<file path="config.mk">
export PLATFORM = sky130hd
export DESIGN_NAME = dual_width_prefetch
export DESIGN_NICKNAME = d
export VERILOG_FILES = /design/src/rtl/ipq_pkg.sv /design/src/rtl/ipq_target_align.sv /design/src/rtl/ipq_step_calc.sv /design/src/rtl/ipq_fetch_counter.sv /design/src/rtl/dual_width_prefetch.sv
export SDC_FILE = /design/constraint.sdc
export NUM_CORES = 1
export LEC_CHECK = 0
export ABC_CLOCK_PERIOD_IN_PS = 3300
export BUFFER_PORTS_ARGS = -buffer_cell sky130_fd_sc_hd__clkbuf_2
export CORE_UTILIZATION = 40
export DETAILED_ROUTE_END_ITERATION = 10
export HOLD_SLACK_MARGIN = 0.03
export PLACE_DENSITY = 0.63
export SLEW_MARGIN = 30
export SYNTH_ARGS = -nofsm -noshare
export SYNTH_HDL_FRONTEND = slang
export SYNTH_SLANG_ARGS = --single-unit
</file>
<file path="constraint.sdc">
create_clock -name clk -period 3.3 [get_ports clk]
set_input_delay 0.33 -clock clk [delete_from_list [all_inputs] [get_ports clk]]
set_output_delay 0.33 -clock clk [all_outputs]
set_load 0.02 [all_outputs]
</file>
<file path="src/rtl/ipq_pkg.sv">
// Shared types for the dual-width prefetch queue.
// Assumes nothing beyond IEEE 1800-2017 packages.
package ipq_pkg;

    // Queue controller states
    typedef enum logic [2:0] {
        ST_IDLE,     // no valid stream since reset
        ST_RUN,      // queue full, steps accepted
        ST_CAP0,     // capturing the first refill word
        ST_CAP1,     // capturing the second refill word
        ST_CAPS      // capturing the word a step asked for
    } ipq_state_e;

    // How a redirect refills the queue
    typedef enum logic [1:0] {
        FK_WORD_PAIR,   // 32-bit state: two consecutive words
        FK_HALF_SPLIT,  // 16-bit state, odd halfword: upper half + next word
        FK_HALF_SHARED  // 16-bit state, even halfword: one word feeds both
    } ipq_fill_e;

endpackage

</file>
<file path="src/rtl/ipq_target_align.sv">
// Redirect decoder: picks the state, aligns the target, and derives the
// initial program counter, the refill kind and both refill addresses.
// Assumes byte addresses and 32-bit code words. Purely combinational.
module ipq_target_align #(
    parameter int ADDR_W = 32
) (
    input  logic [ADDR_W-1:0] target_i,
    input  logic              restore_i,
    input  logic              saved_half_i,
    output logic              half_o,
    output logic [ADDR_W-1:0] pc_init_o,
    output logic [ADDR_W-1:0] addr_first_o,
    output logic [ADDR_W-1:0] addr_second_o,
    output ipq_pkg::ipq_fill_e kind_o
);
    import ipq_pkg::*;

    localparam logic [ADDR_W-1:0] HSTEP = ADDR_W'(2);
    localparam logic [ADDR_W-1:0] WSTEP = ADDR_W'(4);

    logic [ADDR_W-1:0] aligned;

    // Select state and aligned address
    always_comb begin
        half_o  = restore_i ? saved_half_i : target_i[0];
        aligned = half_o ? {target_i[ADDR_W-1:1], 1'b0}
                         : {target_i[ADDR_W-1:2], 2'b00};
        pc_init_o = aligned + (half_o ? HSTEP : WSTEP);
    end

    // Choose refill pattern and its two addresses
    always_comb begin
        if (!half_o)
            kind_o = FK_WORD_PAIR;
        else if (aligned[1])
            kind_o = FK_HALF_SPLIT;
        else
            kind_o = FK_HALF_SHARED;
        addr_first_o  = (kind_o == FK_HALF_SPLIT) ? aligned - HSTEP : aligned;
        addr_second_o = (kind_o == FK_HALF_SPLIT) ? aligned + HSTEP : aligned + WSTEP;
    end

endmodule

</file>
<file path="src/rtl/ipq_step_calc.sv">
// Sequential-step helper: next program counter and whether the step
// needs a new memory word. Assumes pc_i is aligned for its state.
module ipq_step_calc #(
    parameter int ADDR_W = 32
) (
    input  logic [ADDR_W-1:0] pc_i,
    input  logic              half_i,
    output logic [ADDR_W-1:0] pc_next_o,
    output logic              need_fetch_o
);
    localparam logic [ADDR_W-1:0] HSTEP = ADDR_W'(2);
    localparam logic [ADDR_W-1:0] WSTEP = ADDR_W'(4);

    // Advance and decide on a fetch
    always_comb begin
        pc_next_o    = pc_i + (half_i ? HSTEP : WSTEP);
        need_fetch_o = !half_i || !pc_next_o[1];
    end

endmodule

</file>
<file path="src/rtl/ipq_fetch_counter.sv">
// Counts code-memory reads. Wraps at 2**CNT_W. Synchronous active-low reset.
module ipq_fetch_counter #(
    parameter int CNT_W = 16
) (
    input  logic             clk,
    input  logic             rst_n,
    input  logic             inc_i,
    output logic [CNT_W-1:0] count_o
);
    // Accumulate one per read
    always_ff @(posedge clk) begin
        if (!rst_n)
            count_o <= '0;
        else if (inc_i)
            count_o <= count_o + CNT_W'(1);
    end

endmodule

</file>
<file path="src/rtl/dual_width_prefetch.sv">
// Two-entry instruction prefetch queue for a core with 32-bit and 16-bit
// instruction states, fed by a 32-bit synchronous code memory (data one
// cycle after the request). A redirect refills the queue; a step shifts it
// and fetches only when a new word is needed. Redirect beats step.
// Assumes DATA_W is twice the compressed instruction width.
module dual_width_prefetch #(
    parameter int ADDR_W = 32,
    parameter int DATA_W = 32,
    parameter int CNT_W  = 16
) (
    input  logic              clk,
    input  logic              rst_n,
    input  logic              br_valid_i,
    input  logic [ADDR_W-1:0] br_target_i,
    input  logic              br_restore_i,
    input  logic              br_saved_half_i,
    input  logic              step_i,
    output logic              mem_req_o,
    output logic [ADDR_W-1:0] mem_addr_o,
    input  logic [DATA_W-1:0] mem_rdata_i,
    output logic              ready_o,
    output logic [DATA_W-1:0] instr_o,
    output logic              instr_valid_o,
    output logic [ADDR_W-1:0] pc_o,
    output logic              half_mode_o,
    output logic [CNT_W-1:0]  fetch_cycles_o
);
    import ipq_pkg::*;

    localparam int HALF_W = DATA_W / 2;

    ipq_state_e        st_q;
    ipq_fill_e         kind_q;
    logic [ADDR_W-1:0] pc_q;
    logic              half_q;
    logic [DATA_W-1:0] q0_q, q1_q, cur_q;
    logic              cur_v_q;
    logic [ADDR_W-1:0] addr2_q;

    logic              br_half;
    logic [ADDR_W-1:0] br_pc, br_a1, br_a2;
    ipq_fill_e         br_kind;
    logic [ADDR_W-1:0] pc_next;
    logic              need_fetch;
    logic              step_go;
    logic [DATA_W-1:0] rd_hi, q1_hi;

    ipq_target_align #(.ADDR_W(ADDR_W)) u_align (
        .target_i      (br_target_i),
        .restore_i     (br_restore_i),
        .saved_half_i  (br_saved_half_i),
        .half_o        (br_half),
        .pc_init_o     (br_pc),
        .addr_first_o  (br_a1),
        .addr_second_o (br_a2),
        .kind_o        (br_kind)
    );

    ipq_step_calc #(.ADDR_W(ADDR_W)) u_step (
        .pc_i         (pc_q),
        .half_i       (half_q),
        .pc_next_o    (pc_next),
        .need_fetch_o (need_fetch)
    );

    ipq_fetch_counter #(.CNT_W(CNT_W)) u_cnt (
        .clk     (clk),
        .rst_n   (rst_n),
        .inc_i   (mem_req_o),
        .count_o (fetch_cycles_o)
    );

    // Step acceptance and upper-half extracts
    always_comb begin
        step_go = (st_q == ST_RUN) && step_i && !br_valid_i;
        rd_hi   = {{HALF_W{1'b0}}, mem_rdata_i[DATA_W-1:HALF_W]};
        q1_hi   = {{HALF_W{1'b0}}, q1_q[DATA_W-1:HALF_W]};
    end

    // Memory request: redirect first, then step, then second refill word
    always_comb begin
        mem_req_o  = 1'b0;
        mem_addr_o = addr2_q;
        if (br_valid_i) begin
            mem_req_o  = 1'b1;
            mem_addr_o = br_a1;
        end else if (step_go) begin
            mem_req_o  = need_fetch;
            mem_addr_o = pc_next;
        end else if (st_q == ST_CAP0 && kind_q != FK_HALF_SHARED) begin
            mem_req_o  = 1'b1;
        end
    end

    // Queue, program counter and state update
    always_ff @(posedge clk) begin
        if (!rst_n) begin
            st_q    <= ST_IDLE;
            kind_q  <= FK_WORD_PAIR;
            pc_q    <= '0;
            half_q  <= 1'b0;
            q0_q    <= '0;
            q1_q    <= '0;
            cur_q   <= '0;
            cur_v_q <= 1'b0;
            addr2_q <= '0;
        end else if (br_valid_i) begin
            st_q    <= ST_CAP0;
            kind_q  <= br_kind;
            pc_q    <= br_pc;
            half_q  <= br_half;
            addr2_q <= br_a2;
            cur_v_q <= 1'b0;
        end else begin
            case (st_q)
                ST_RUN: if (step_i) begin
                    cur_q   <= q0_q;
                    cur_v_q <= 1'b1;
                    q0_q    <= q1_q;
                    pc_q    <= pc_next;
                    if (need_fetch) st_q <= ST_CAPS;
                    else            q1_q <= q1_hi;
                end
                ST_CAP0: begin
                    q0_q <= (kind_q == FK_HALF_SPLIT) ? rd_hi : mem_rdata_i;
                    if (kind_q == FK_HALF_SHARED) begin
                        q1_q <= rd_hi;
                        st_q <= ST_RUN;
                    end else begin
                        st_q <= ST_CAP1;
                    end
                end
                ST_CAP1, ST_CAPS: begin
                    q1_q <= mem_rdata_i;
                    st_q <= ST_RUN;
                end
                default: ;
            endcase
        end
    end

    // Output mapping
    always_comb begin
        ready_o       = (st_q == ST_RUN);
        instr_o       = cur_q;
        instr_valid_o = cur_v_q;
        pc_o          = pc_q;
        half_mode_o   = half_q;
    end


    pc_align_chk: assert property (@(posedge clk) disable iff (!rst_n)
        (st_q != ST_IDLE) |-> (half_q ? (pc_q[0] == 1'b0) : (pc_q[1:0] == 2'b00)));


    step_pc_chk: assert property (@(posedge clk) disable iff (!rst_n)
        step_go |=> (pc_o == $past(pc_o) + (($past(half_mode_o)) ? ADDR_W'(2) : ADDR_W'(4))));


    half_skip_chk: assert property (@(posedge clk) disable iff (!rst_n)
        (step_go && half_q && !pc_q[1]) |-> !mem_req_o);


    word_addr_chk: assert property (@(posedge clk) disable iff (!rst_n)
        mem_req_o |-> (mem_addr_o[1:0] == 2'b00));


    refill_invalid_chk: assert property (@(posedge clk) disable iff (!rst_n)
        br_valid_i |=> (!ready_o && !instr_valid_o));


    refill_hold_chk: assert property (@(posedge clk) disable iff (!rst_n)
        (st_q == ST_CAP0 || st_q == ST_CAP1) |-> !instr_valid_o);

endmodule

</file>
==> results of run 1 <==
## power by group through the flow
stage | Sequential (uW) | Combinational (uW) | Clock (uW)
6_report | 2360 | 850 | 2160
5_1_grt | 2370 | 922 | 2290
4_1_cts | 2360 | 839 | 2200
3_5_place_dp | 2410 | 833 | 0
3_3_place_gp | 2410 | 826 | 0
2_1_floorplan | 2420 | 532 | 0
## cells by family after synthesis
family	synth area share [%]
other	0.0359
multiplexers	1.74
AND/OR/NAND/NOR	26.1
XOR/XNOR	12.5
flip-flops	34.7
buffers and inverters	5.31
AO/OA/AOI/OAI	18.0
adder cells (fa/ha/maj)	1.58
## layout make-up
| cell class | count | area [sq um] | share of cell area (%) |
|---|---|---|---|
| tap | 330 | 413 | 3.33 |
| sequential | 181 | 3630 | 29.3 |
| clock buffer | 17 | 425 | 3.44 |
| multi-input combinational | 1070 | 6370 | 51.5 |
| inverter | 15 | 58.8 | 0.475 |
| clock inverter | 15 | 216 | 1.75 |
| timing repair buffer | 220 | 1260 | 10.2 |
## cells in the final DEF, fill, tap and decap left out, types with 4 or more instances in the layout
cell type	synthesis	final
nor3b_1	5	4
xor2_1	54	54
or4_1	5	4
and3_1	11	11
or2_2	6	6
nor3_1	31	31
buf_4	3	34
nand4_1	19	19
nand2b_1	5	5
clkinv_8	0	8
o22ai_1	25	25
o21ai_0	51	51
xnor2_1	93	91
buf_12	0	4
nor4_1	18	16
a22oi_1	16	16
a211oi_1	28	28
or3_1	13	13
and2_1	5	4
inv_1	14	13
nor2_1	156	153
nand3_1	74	72
mux2i_1	17	17
ha_1	10	9
o211ai_1	19	19
a21oi_1	101	99
clkbuf_2	0	179
clkbuf_16	0	17
a311oi_1	35	35
dfxtp_1	181	179
a21o_1	5	5
and4_1	7	7
nand2_1	221	221
## cell usage after synthesis, types with 2 or more instances
library cell / number
nor4b_1: 2
and4_1: 7
nand4b_1: 2
or4_4: 2
nand2_1: 221
nand4_1: 19
clkbuf_1: 99
mux2i_1: 17
o21a_1: 3
nor4_1: 18
nand3_1: 74
and2_1: 5
a311oi_1: 35
nor2_1: 156
xnor2_1: 93
fa_1: 2
nor3_1: 31
inv_1: 14
o211ai_1: 19
buf_1: 14
or4_1: 5
a22oi_1: 16
a21o_1: 5
ha_1: 10
o21ai_1: 2
nor3b_1: 5
or3_1: 13
o22ai_1: 25
a211oi_1: 28
a211o_1: 3
xor2_1: 54
and3_1: 11
dfxtp_1: 181
a221oi_1: 3
buf_4: 3
buf_2: 8
nand2b_1: 5
a21oi_1: 101
nand3b_1: 2
or2_2: 6
o21ai_0: 51
## state kept, by name, indices dropped and copies added, names as in the netlist
register / cells
u_cnt.count_o: 16
half_mode_o: 1
kind_q: 2
pc_o: 31
q0_q: 32
q1_q: 32
st_q: 3
instr_valid_o: 1
addr2_q: 31
instr_o: 32
## final timing paths
kind	start	end	slack [ns]	depth (start not counted)
hold / removal	mem_rdata_i[20]	q1_q[20]$_SDFFE_PN0P_	0.18	3
hold reg to reg	q0_q[31]$_SDFFE_PN0P_	instr_o[31]$_SDFFE_PN0P_	0.45	2
setup reg to reg	st_q[1]$_SDFFE_PN0P_	u_cnt.count_o[11]$_SDFFE_PN0P_	0.73	6
setup / recovery	half_mode_o$_SDFFE_PN0P_	mem_addr_o[31]	0.01	11
## worst max-delay path, cell delays in order, from the launching register on
cell,delay (ns)
dfxtp_4,0.40
ha_4,0.15
inv_2,0.04
fa_2,0.39
and3b_2,0.32
nand4_1,0.14
buf_4,0.18
nor3_4,0.16
nand3_2,0.13
xnor2_2,0.19
a211o_1,0.28
buf_6,0.13
## timing repair
item	4_1_cts	5_1_grt
gates resized for setup	7	23
setup buffers	1	2
pin swaps	2	10
setup endpoints to repair	17	13
hold endpoints to repair	0	0
hold buffers	0	0
## routing by layer
metal | vias to the layer above | wire (microns) | part of all wire (%)
met2 | 317 | 15700 | 47
met5 | - | 0 | 0
met4 | 0 | 790 | 2.4
li1 | 5085 | - | -
met3 | 52 | 2090 | 6.2
met1 | 4957 | 14900 | 44
## through the flow
| step | setup slack, ns | utilization [%] | hold WS [ns] |
|---|---|---|---|
| after floorplan | 0.160 | - | 0.432 |
| after detailed placement | 0.255 | 45.7 | 0.444 |
| after CTS | 0.0111 | 48.3 | 0.154 |
| after global routing | -0.0981 | 48.8 | 0.183 |
| final | 0.0138 | 48.8 | 0.175 |
| after global placement | 0.238 | 45.7 | 0.437 |
==> flow_metrics.env, run 1 <==
export IMPL_status="complete, no violations"
export IMPL_areaGrowthSynthToFinish_pct=18.7
export IMPL_power_frac_seq_pct=43.9
export IMPL_avgSynthCellArea_sq_um=7.51
export IMPL_drive_gt1_share_pct=19.2
export IMPL_initial_core_util_pct=41.1
export IMPL_relSlewSlack_pct=45.2
export IMPL_dieHeight_microns=164
export IMPL_die_area_sq_mm=0.0267
export IMPL_gp_congestion=0.924
export IMPL_setup_viol=0
export IMPL_drt_initial_drc_count=848
export IMPL_grt_use_met3_pct=4.65
export IMPL_clk_latency_ns=0.44
export IMPL_yosys_register_bits=181
export IMPL_grt_use_met2_pct=39.5
export IMPL_drc=0
export IMPL_hold_violations=0
export IMPL_cts_buffer_depth=2
export IMPL_wl_mm=33.5
export IMPL_synthCells=1390
export IMPL_rsz0062_at_grt="true"
export IMPL_maxCapViolCount=0
export IMPL_grt_max_degree=71
export IMPL_core_sq_mm=0.0254
export IMPL_p_leak_uw=0.00448
export IMPL_synth_area_sq_mm=0.0104
export IMPL_power_share_clock_pct=40.2
export IMPL_grt_pass1_wl_mm=51.6
export IMPL_final_period_utilization_pct=99.6
export IMPL_cp_max_fo=6
export IMPL_final_min_clock_period_ns=3.29
export IMPL_yosysTopAreaCell="dfxtp_1"
export IMPL_crit_type="reg2out"
export IMPL_antenna_cells=0
export IMPL_drv_slew=0
export IMPL_h_tree_depth=4
export IMPL_wire_per_inst_microns=18.1
export IMPL_top_usage_layer="met2"
export IMPL_ys_types=61
export IMPL_finalSetupTns_ns=0
export IMPL_peakVddDrop_mv=0.279
export IMPL_nFillCells=2562
export IMPL_routed_via_density=5.63
export IMPL_hold_path_class="in2reg"
export IMPL_finalInstanceArea_sq_mm=0.0124
export IMPL_ant_nets=0
export IMPL_power_uw=5370
export IMPL_synth_top_cell_area_share_pct=34.7
export IMPL_critPathCaptureType="primary output"
export IMPL_grt_pass1_vias=9381
export IMPL_tightest_slew_ns=0.820
export IMPL_rows=58
export IMPL_die_w_microns=164
export IMPL_layout_nets=1587
export IMPL_intPower_uw=3630
export IMPL_required_ns=2.97
export IMPL_fmax_mhz=304
export IMPL_antenna_found_initial=0
export IMPL_ctsRootBufferMaster="clkbuf_16"
export IMPL_vias=10400
export IMPL_synth_edff_count=0
export IMPL_combPwrFrac_pct=15.8
export IMPL_cts_num_sinks=181
export IMPL_grtUsageMet1_pct=32.7
export IMPL_dp_hpwl_mm=23.2
export IMPL_io_buffers=183
export IMPL_dpl_instance_area_sq_mm=0.0116
export IMPL_placed_cells=1813
export IMPL_synth_flop_cell="dfxtp_1"
export IMPL_overflow=0
export IMPL_arrival_ns=2.96
export IMPL_switching_share_pct=32.4
export IMPL_fin_cells=1848
export IMPL_grt_usage_pct=24.7
export IMPL_powerDensity_mw_per_mm2=434
export IMPL_yosysWarnings=0
export IMPL_startpoint_type="flip-flop"
export IMPL_yosysSeqAreaShare_pct=34.7
export IMPL_finClkSkew_ns=0.0166
export IMPL_cts_buffers=17
export IMPL_synthArstFlopShare_pct=0
export IMPL_cts_tree="done"
export IMPL_clk_pin_slew_ns=0.08
export IMPL_p_switching_uw=1740
export IMPL_ios=186
export IMPL_drt_pass1_iter_count=5
export IMPL_synth_area_leaders="dfxtp_1 (35%), nand2_1 (7.9%), xnor2_1 (7.8%), nor2_1 (5.6%), a21oi_1 (4.8%)"
No activity file was read; power rests on OpenSTA's default activity.
==> inputs of run 2 (changes only) <==
--- a/config.mk
+++ b/config.mk
@@ -5,12 +5,12 @@
 export SDC_FILE = /design/constraint.sdc
 export NUM_CORES = 1
 export LEC_CHECK = 0
-export ABC_CLOCK_PERIOD_IN_PS = 3300
+export ABC_CLOCK_PERIOD_IN_PS = 3000
 export BUFFER_PORTS_ARGS = -buffer_cell sky130_fd_sc_hd__clkbuf_2
 export CORE_UTILIZATION = 40
 export DETAILED_ROUTE_END_ITERATION = 10
 export HOLD_SLACK_MARGIN = 0.03
-export PLACE_DENSITY = 0.63
+export PLACE_DENSITY = 0.66
 export SLEW_MARGIN = 30
 export SYNTH_ARGS = -nofsm -noshare
 export SYNTH_HDL_FRONTEND = slang
==> constraint.sdc (replaced) <==
create_clock -name clk -period 3 [get_ports clk]
set_input_delay 0.3 -clock clk [delete_from_list [all_inputs] [get_ports clk]]
set_output_delay 0.3 -clock clk [all_outputs]
set_load 0.02 [all_outputs]
==> run 2 against run 1 <==
Compared with the run above:
- the flow now finishes with violations (negative setup slack)
- routed wire length up 0.41%
- first-iteration DRC count decreased by 7.0%
- cell area is 3.7% higher
- non-clock buffer count rose by 33
- critical path type unchanged
- core utilization increased by 1.8 points
- register-to-register slack worse by 0.26 ns
- worst hold slack worse by 0.040 ns
- final cell count rose by 1.8%
- largest cell class unchanged
- die area did not move
- largest power group unchanged
==> flow_metrics.env, run 2 (synthesized netlist as in run 1, its figures left out) <==
export IMPL_vias=10700
export IMPL_antenna_cells=0
export IMPL_io_buffers=183
export IMPL_wire_per_inst_microns=17.9
export IMPL_finClkSkew_ns=0.0161
export IMPL_powerDensity_mw_per_mm2=465
export IMPL_status="finished with violations"
export IMPL_crit_type="reg2out"
export IMPL_maxCapViolCount=0
export IMPL_die_w_microns=164
export IMPL_h_tree_depth=4
export IMPL_ctsRootBufferMaster="clkbuf_16"
export IMPL_whs_ns=0.136
export IMPL_p_leak_uw=0.00467
export IMPL_rows=58
export IMPL_initial_core_util_pct=41.1
export IMPL_die_area_sq_mm=0.0267
export IMPL_setup_viol=12
export IMPL_overflow=0
export IMPL_antenna_found_initial=0
export IMPL_final_min_clock_period_ns=3.16
export IMPL_clk_latency_ns=0.45
export IMPL_final_period_utilization_pct=105
export IMPL_drt_initial_drc_count=789
export IMPL_areaGrowthSynthToFinish_pct=23.1
export IMPL_critPathCaptureType="primary output"
export IMPL_required_ns=2.70
export IMPL_setup_slack_ns=-0.156
export IMPL_cts_tree="done"
export IMPL_drv_slew=0
export IMPL_tightest_slew_ns=0.812
export IMPL_final_common_cell="nand2_1"
export IMPL_place_ws_ns=0.0717
export IMPL_cts_num_sinks=181
export IMPL_grt_pass1_vias=9813
export IMPL_drt_pass1_iter_count=5
export IMPL_wl_mm=33.7
export IMPL_hold_buffers=0
export IMPL_core_sq_mm=0.0254
export IMPL_cp_max_fo=3
export IMPL_layout_nets=1620
export IMPL_peakVddDrop_mv=0.342
export IMPL_grt_usage_pct=24.8
export IMPL_grt_max_degree=67
export IMPL_ios=186
export IMPL_startpoint_type="flip-flop"
export IMPL_fmax_mhz=317
export IMPL_routed_via_density=5.68
export IMPL_ant_nets=0
export IMPL_drc=0
export IMPL_cts_buffers=17
export IMPL_relSlewSlack_pct=45.8
export IMPL_drive_gt1_share_pct=22.6
export IMPL_clk_pin_slew_ns=0.09
export IMPL_hold_violations=0
export IMPL_cts_buffer_depth=2
export IMPL_rsz0062_at_grt="true"
export IMPL_arrival_ns=2.86
export IMPL_final_cell_mix="nand2_1 (221), dfxtp_1 (178), clkbuf_2 (164)"
export IMPL_dp_hpwl_mm=23.2
export IMPL_grt_pass1_wl_mm=52.2
export IMPL_violations="negative setup slack"
export IMPL_gp_congestion=0.947
export IMPL_dieHeight_microns=164
export IMPL_hold_path_class="in2reg"
==> run 2: cell type report <==
type	count	area (sq um)
clock buffer	17	425
clock inverter	15	216
fill	2533	12600
inverter	15	58.8
multi-input combinational	1070	6530
sequential	181	3630
tap	330	413
timing repair buffer	253	1580
==> run 2: where the power goes <==
part / total [uW] / internal (uW) / switching (uW)
Sequential: 2590 / 2500 / 94.2
Clock: 2390 / 1170 / 1220
Combinational: 995 / 372 / 623
==> run 2: final timing paths <==
kind / from / endpoint / slack, ns / cells after the start
worst max register to register: half_mode_o$_SDFFE_PN0P_ / pc_o[19]$_SDFFE_PN0P_ / 0.47 / 12
worst max-delay path: half_mode_o$_SDFFE_PN0P_ / mem_addr_o[31] / -0.16 / 10
worst min-delay path: mem_rdata_i[29] / q1_q[29]$_SDFFE_PN0P_ / 0.14 / 3
worst min register to register: q0_q[16]$_SDFFE_PN0P_ / instr_o[16]$_SDFFE_PN0P_ / 0.45 / 2
==> run 2: repair_timing <==
item / CTS / global route
gates cloned: 0 / 0
gates resized for setup: 27 / 70
buffers inserted: 7 / 9
endpoints found under the setup margin: 21 / 24
pin swaps: 11 / 17
==> run 2: worst max-delay path, cell delays in order, from the launching register on <==
cell,delay (ns)
dfxtp_2,0.36
ha_4,0.14
inv_2,0.04
fa_2,0.38
and3b_2,0.32
nand4_1,0.17
nor3_2,0.24
nand3_1,0.15
xnor2_2,0.19
a211o_1,0.28
clkbuf_8,0.16
==> run 2: metal layers <==
metal  share of wire, %  vias to the layer above  track usage (%)
met2                 46                      413             39.5
met5                  0                        -                0
met4                3.3                        0             10.1
met1                 43                     5038             32.5
li1                   -                     5148                -
met3                7.7                       76             5.03
==> run 2: through the flow <==
stage          total power, uW  cells  setup TNS, ns  area (sq um)  util, %
2_1_floorplan             3240   1391              0         10400        -
3_3_place_gp              3580   1834              0         11800     46.4
3_5_place_dp              3590   1834              0         11800     46.4
4_1_cts                   5980   1872         -0.253         12600     49.5
5_1_grt                   6190   1881          -2.52         12800     50.6
6_report                  5980   1881         -0.749         12800     50.6
==> inputs of run 3 (changes only) <==
--- a/config.mk
+++ b/config.mk
@@ -11,6 +11,7 @@
 export DETAILED_ROUTE_END_ITERATION = 10
 export HOLD_SLACK_MARGIN = 0.03
 export PLACE_DENSITY = 0.66
+export REMOVE_ABC_BUFFERS = 1
 export SLEW_MARGIN = 30
 export SYNTH_ARGS = -nofsm -noshare
 export SYNTH_HDL_FRONTEND = slang
==> run 3 against run 2 <==
Compared with the run above:
- the run still ends with negative setup slack left
- critical endpoint unchanged
- critical path depth is the same
- cell area grew 0.57%
- largest power group unchanged
- non-clock buffer count grew 28
- global-route usage grew 0.16 points
- largest cell class unchanged
- critical path type unchanged
- combinational power grew 4%
- die area is the same
- core utilization grew 0.29 points
- sequential share of layout area shrank 0.14 points
- routed wire length shrank 1.4%
- clock skew grew 0.0011 ns
==> flow_metrics.env, run 3 (synthesized netlist as in run 1, its figures left out) <==
export IMPL_finClkSkew_ns=0.0172
export IMPL_cp_max_fo=4
export IMPL_routed_via_density=5.56
export IMPL_h_tree_depth=4
export IMPL_final_period_utilization_pct=104
export IMPL_initial_core_util_pct=41.1
export IMPL_grt_pass1_vias=9891
export IMPL_drc=0
export IMPL_wire_per_inst_microns=17.4
export IMPL_die_w_microns=164
export IMPL_maxCapViolCount=0
export IMPL_required_ns=2.70
export IMPL_clk_latency_ns=0.45
export IMPL_p_switching_uw=1850
export IMPL_areaGrowthSynthToFinish_pct=23.8
export IMPL_critPathCaptureType="primary output"
export IMPL_powerDensity_mw_per_mm2=460
export IMPL_rows=58
export IMPL_power_frac_seq_pct=43.3
export IMPL_grt_pass1_wl_mm=52.6
export IMPL_gp_congestion=0.914
export IMPL_rrSetupSlack_ns=0.50
export IMPL_max_stage_delay_ns=0.37
export IMPL_relSlewSlack_pct=38.0
export IMPL_fin_cells=1910
export IMPL_reg2regPathDepth=12
export IMPL_tightest_slew_ns=0.928
export IMPL_wl_mm=33.2
export IMPL_drive_gt1_share_pct=23.2
export IMPL_arrival_ns=2.81
export IMPL_intPower_uw=4090
export IMPL_nFillCells=2491
export IMPL_final_min_clock_period_ns=3.11
export IMPL_crit_end="mem_addr_o[31]"
export IMPL_peakVddDrop_mv=0.282
export IMPL_antenna_found_initial=2
export IMPL_violations="negative setup slack"
export IMPL_dp_hpwl_mm=22.8
export IMPL_status="finished with violations"
export IMPL_combPwrFrac_pct=17.3
export IMPL_core_sq_mm=0.0254
export IMPL_cts_num_sinks=181
export IMPL_hold_path_class="in2reg"
export IMPL_ctsRootBufferMaster="clkbuf_16"
export IMPL_power_share_clock_pct=39.4
export IMPL_crit_start="half_mode_o$_SDFFE_PN0P_"
export IMPL_drt_initial_drc_count=847
export IMPL_ant_nets=0
export IMPL_vias=10600
export IMPL_setup_viol=8
export IMPL_clk_pin_slew_ns=0.08
export IMPL_rsz0062_at_grt="true"
export IMPL_slowest_stage="dfxtp_4"
export IMPL_switching_share_pct=31.1
export IMPL_io_buffers=183
export IMPL_drv_slew=0
export IMPL_crit_type="reg2out"
export IMPL_die_area_sq_mm=0.0267
export IMPL_overflow=0
export IMPL_final_common_cell="nand2_1"
export IMPL_placed_cells=1867
export IMPL_crit_path_cell_trace="ha_4, inv_2, fa_2, and3b_2, nand4_1, nor3_4, nand3_1, xnor2_1, a211o_1, clkbuf_8"
export IMPL_cts_buffer_depth=2
export IMPL_startpoint_type="flip-flop"
export IMPL_drt_pass1_iter_count=5
export IMPL_p_leak_uw=0.00479
export IMPL_reg2reg_to="pc_o[25]$_SDFFE_PN0P_"
export IMPL_dieHeight_microns=164
export IMPL_utilization_pct=50.9
export IMPL_final_cell_mix="nand2_1 (220), dfxtp_1 (178), clkbuf_2 (171)"
export IMPL_grt_max_degree=85
export IMPL_cts_buffers=17
export IMPL_grt_usage_pct=25.0
export IMPL_ios=186
export IMPL_cts_tree="done"
export IMPL_layout_nets=1648
export IMPL_setup_slack_ns=-0.109
export IMPL_r2r_start="half_mode_o$_SDFFE_PN0P_"
export IMPL_hold_violations=0
export IMPL_fmax_mhz=322
run 3: changes by cell type in the layout (fill, tap and decap cells not counted), moves of 4 or more:
cell,previous run,this run
buf_4,73,98
clkbuf_2,164,171
clkinv_8,7,3
inv_12,4,0
inv_8,1,6
o21ai_0,43,51
o21ai_1,8,2
run 3: power by group through the flow:
stage          Combinational [uW]  Clock [uW]  Sequential, uW
5_1_grt                      1120        2490            2580
3_5_place_dp                  985           0            2620
4_1_cts                      1010        2380            2570
2_1_floorplan                 491           0            2670
6_report                     1030        2340            2570
3_3_place_gp                  975           0            2620
run 3: worst min path at each step:
stage | startpoint | end | slack (ns) | depth (start not counted)
after global routing | mem_rdata_i[28] | q1_q[28]$_SDFFE_PN0P_ | 0.15 | 3
final | mem_rdata_i[17] | q1_q[17]$_SDFFE_PN0P_ | 0.14 | 3
after floorplan | br_valid_i | addr2_q[11]$_SDFFE_PN0P_ | 0.39 | 1
after CTS | mem_rdata_i[29] | q1_q[29]$_SDFFE_PN0P_ | 0.13 | 3
after detailed placement | q0_q[31]$_SDFFE_PN0P_ | instr_o[31]$_SDFFE_PN0P_ | 0.44 | 2
after global placement | q0_q[4]$_SDFFE_PN0P_ | instr_o[4]$_SDFFE_PN0P_ | 0.44 | 2
run 3: stage by stage:
step | power, uW | area (sq um) | setup TNS [ns] | hold slack, ns | setup WS [ns]
after floorplan | 3160 | 9940 | -126.22 | 0.389 | -2.63
after global placement | 3600 | 12000 | 0 | 0.438 | 0.00242
after detailed placement | 3610 | 12000 | -0.0276 | 0.441 | -0.0271
after CTS | 5960 | 12800 | -0.127 | 0.125 | -0.0659
after global routing | 6190 | 12900 | -1.55 | 0.149 | -0.252
final | 5940 | 12900 | -0.445 | 0.145 | -0.109
run 3: layout make-up:
class,instances,area [sq um],area share [%]
flip-flops and latches,181,3630,28.1
clock buffers,17,425,3.29
diodes,1,2.50,0.0194
well taps,330,413,3.20
multi-input cells,1070,6450,49.9
clock inverters,15,185,1.43
repair buffers,281,1750,13.6
inverters,15,58.8,0.455
run 3: repair_timing:
action                                  CTS  global route
endpoints found under the setup margin   20            15
resized for setup                        28            36
hold buffers                              0             0
buffers inserted                          7             3
pin swaps                                 6            10
run 3: critical path, delay by kind of cell (launching register included):
kind | cells | cell delay (ns)
xor+xnor | 1 | 0.15
flops | 1 | 0.37
fa+ha+maj | 2 | 0.47
compound gates | 1 | 0.32
buf+inv | 2 | 0.21
simple gates | 4 | 0.85
run 3: layer usage:
layer / up-vias / share of wire [%] / track usage (%)
met5: - / 0.033 / 0
met4: 2 / 2.9 / 9.97
met3: 60 / 7.1 / 5.76
met2: 381 / 46 / 39.5
met1: 4987 / 44 / 32.6
li1: 5191 / - / -
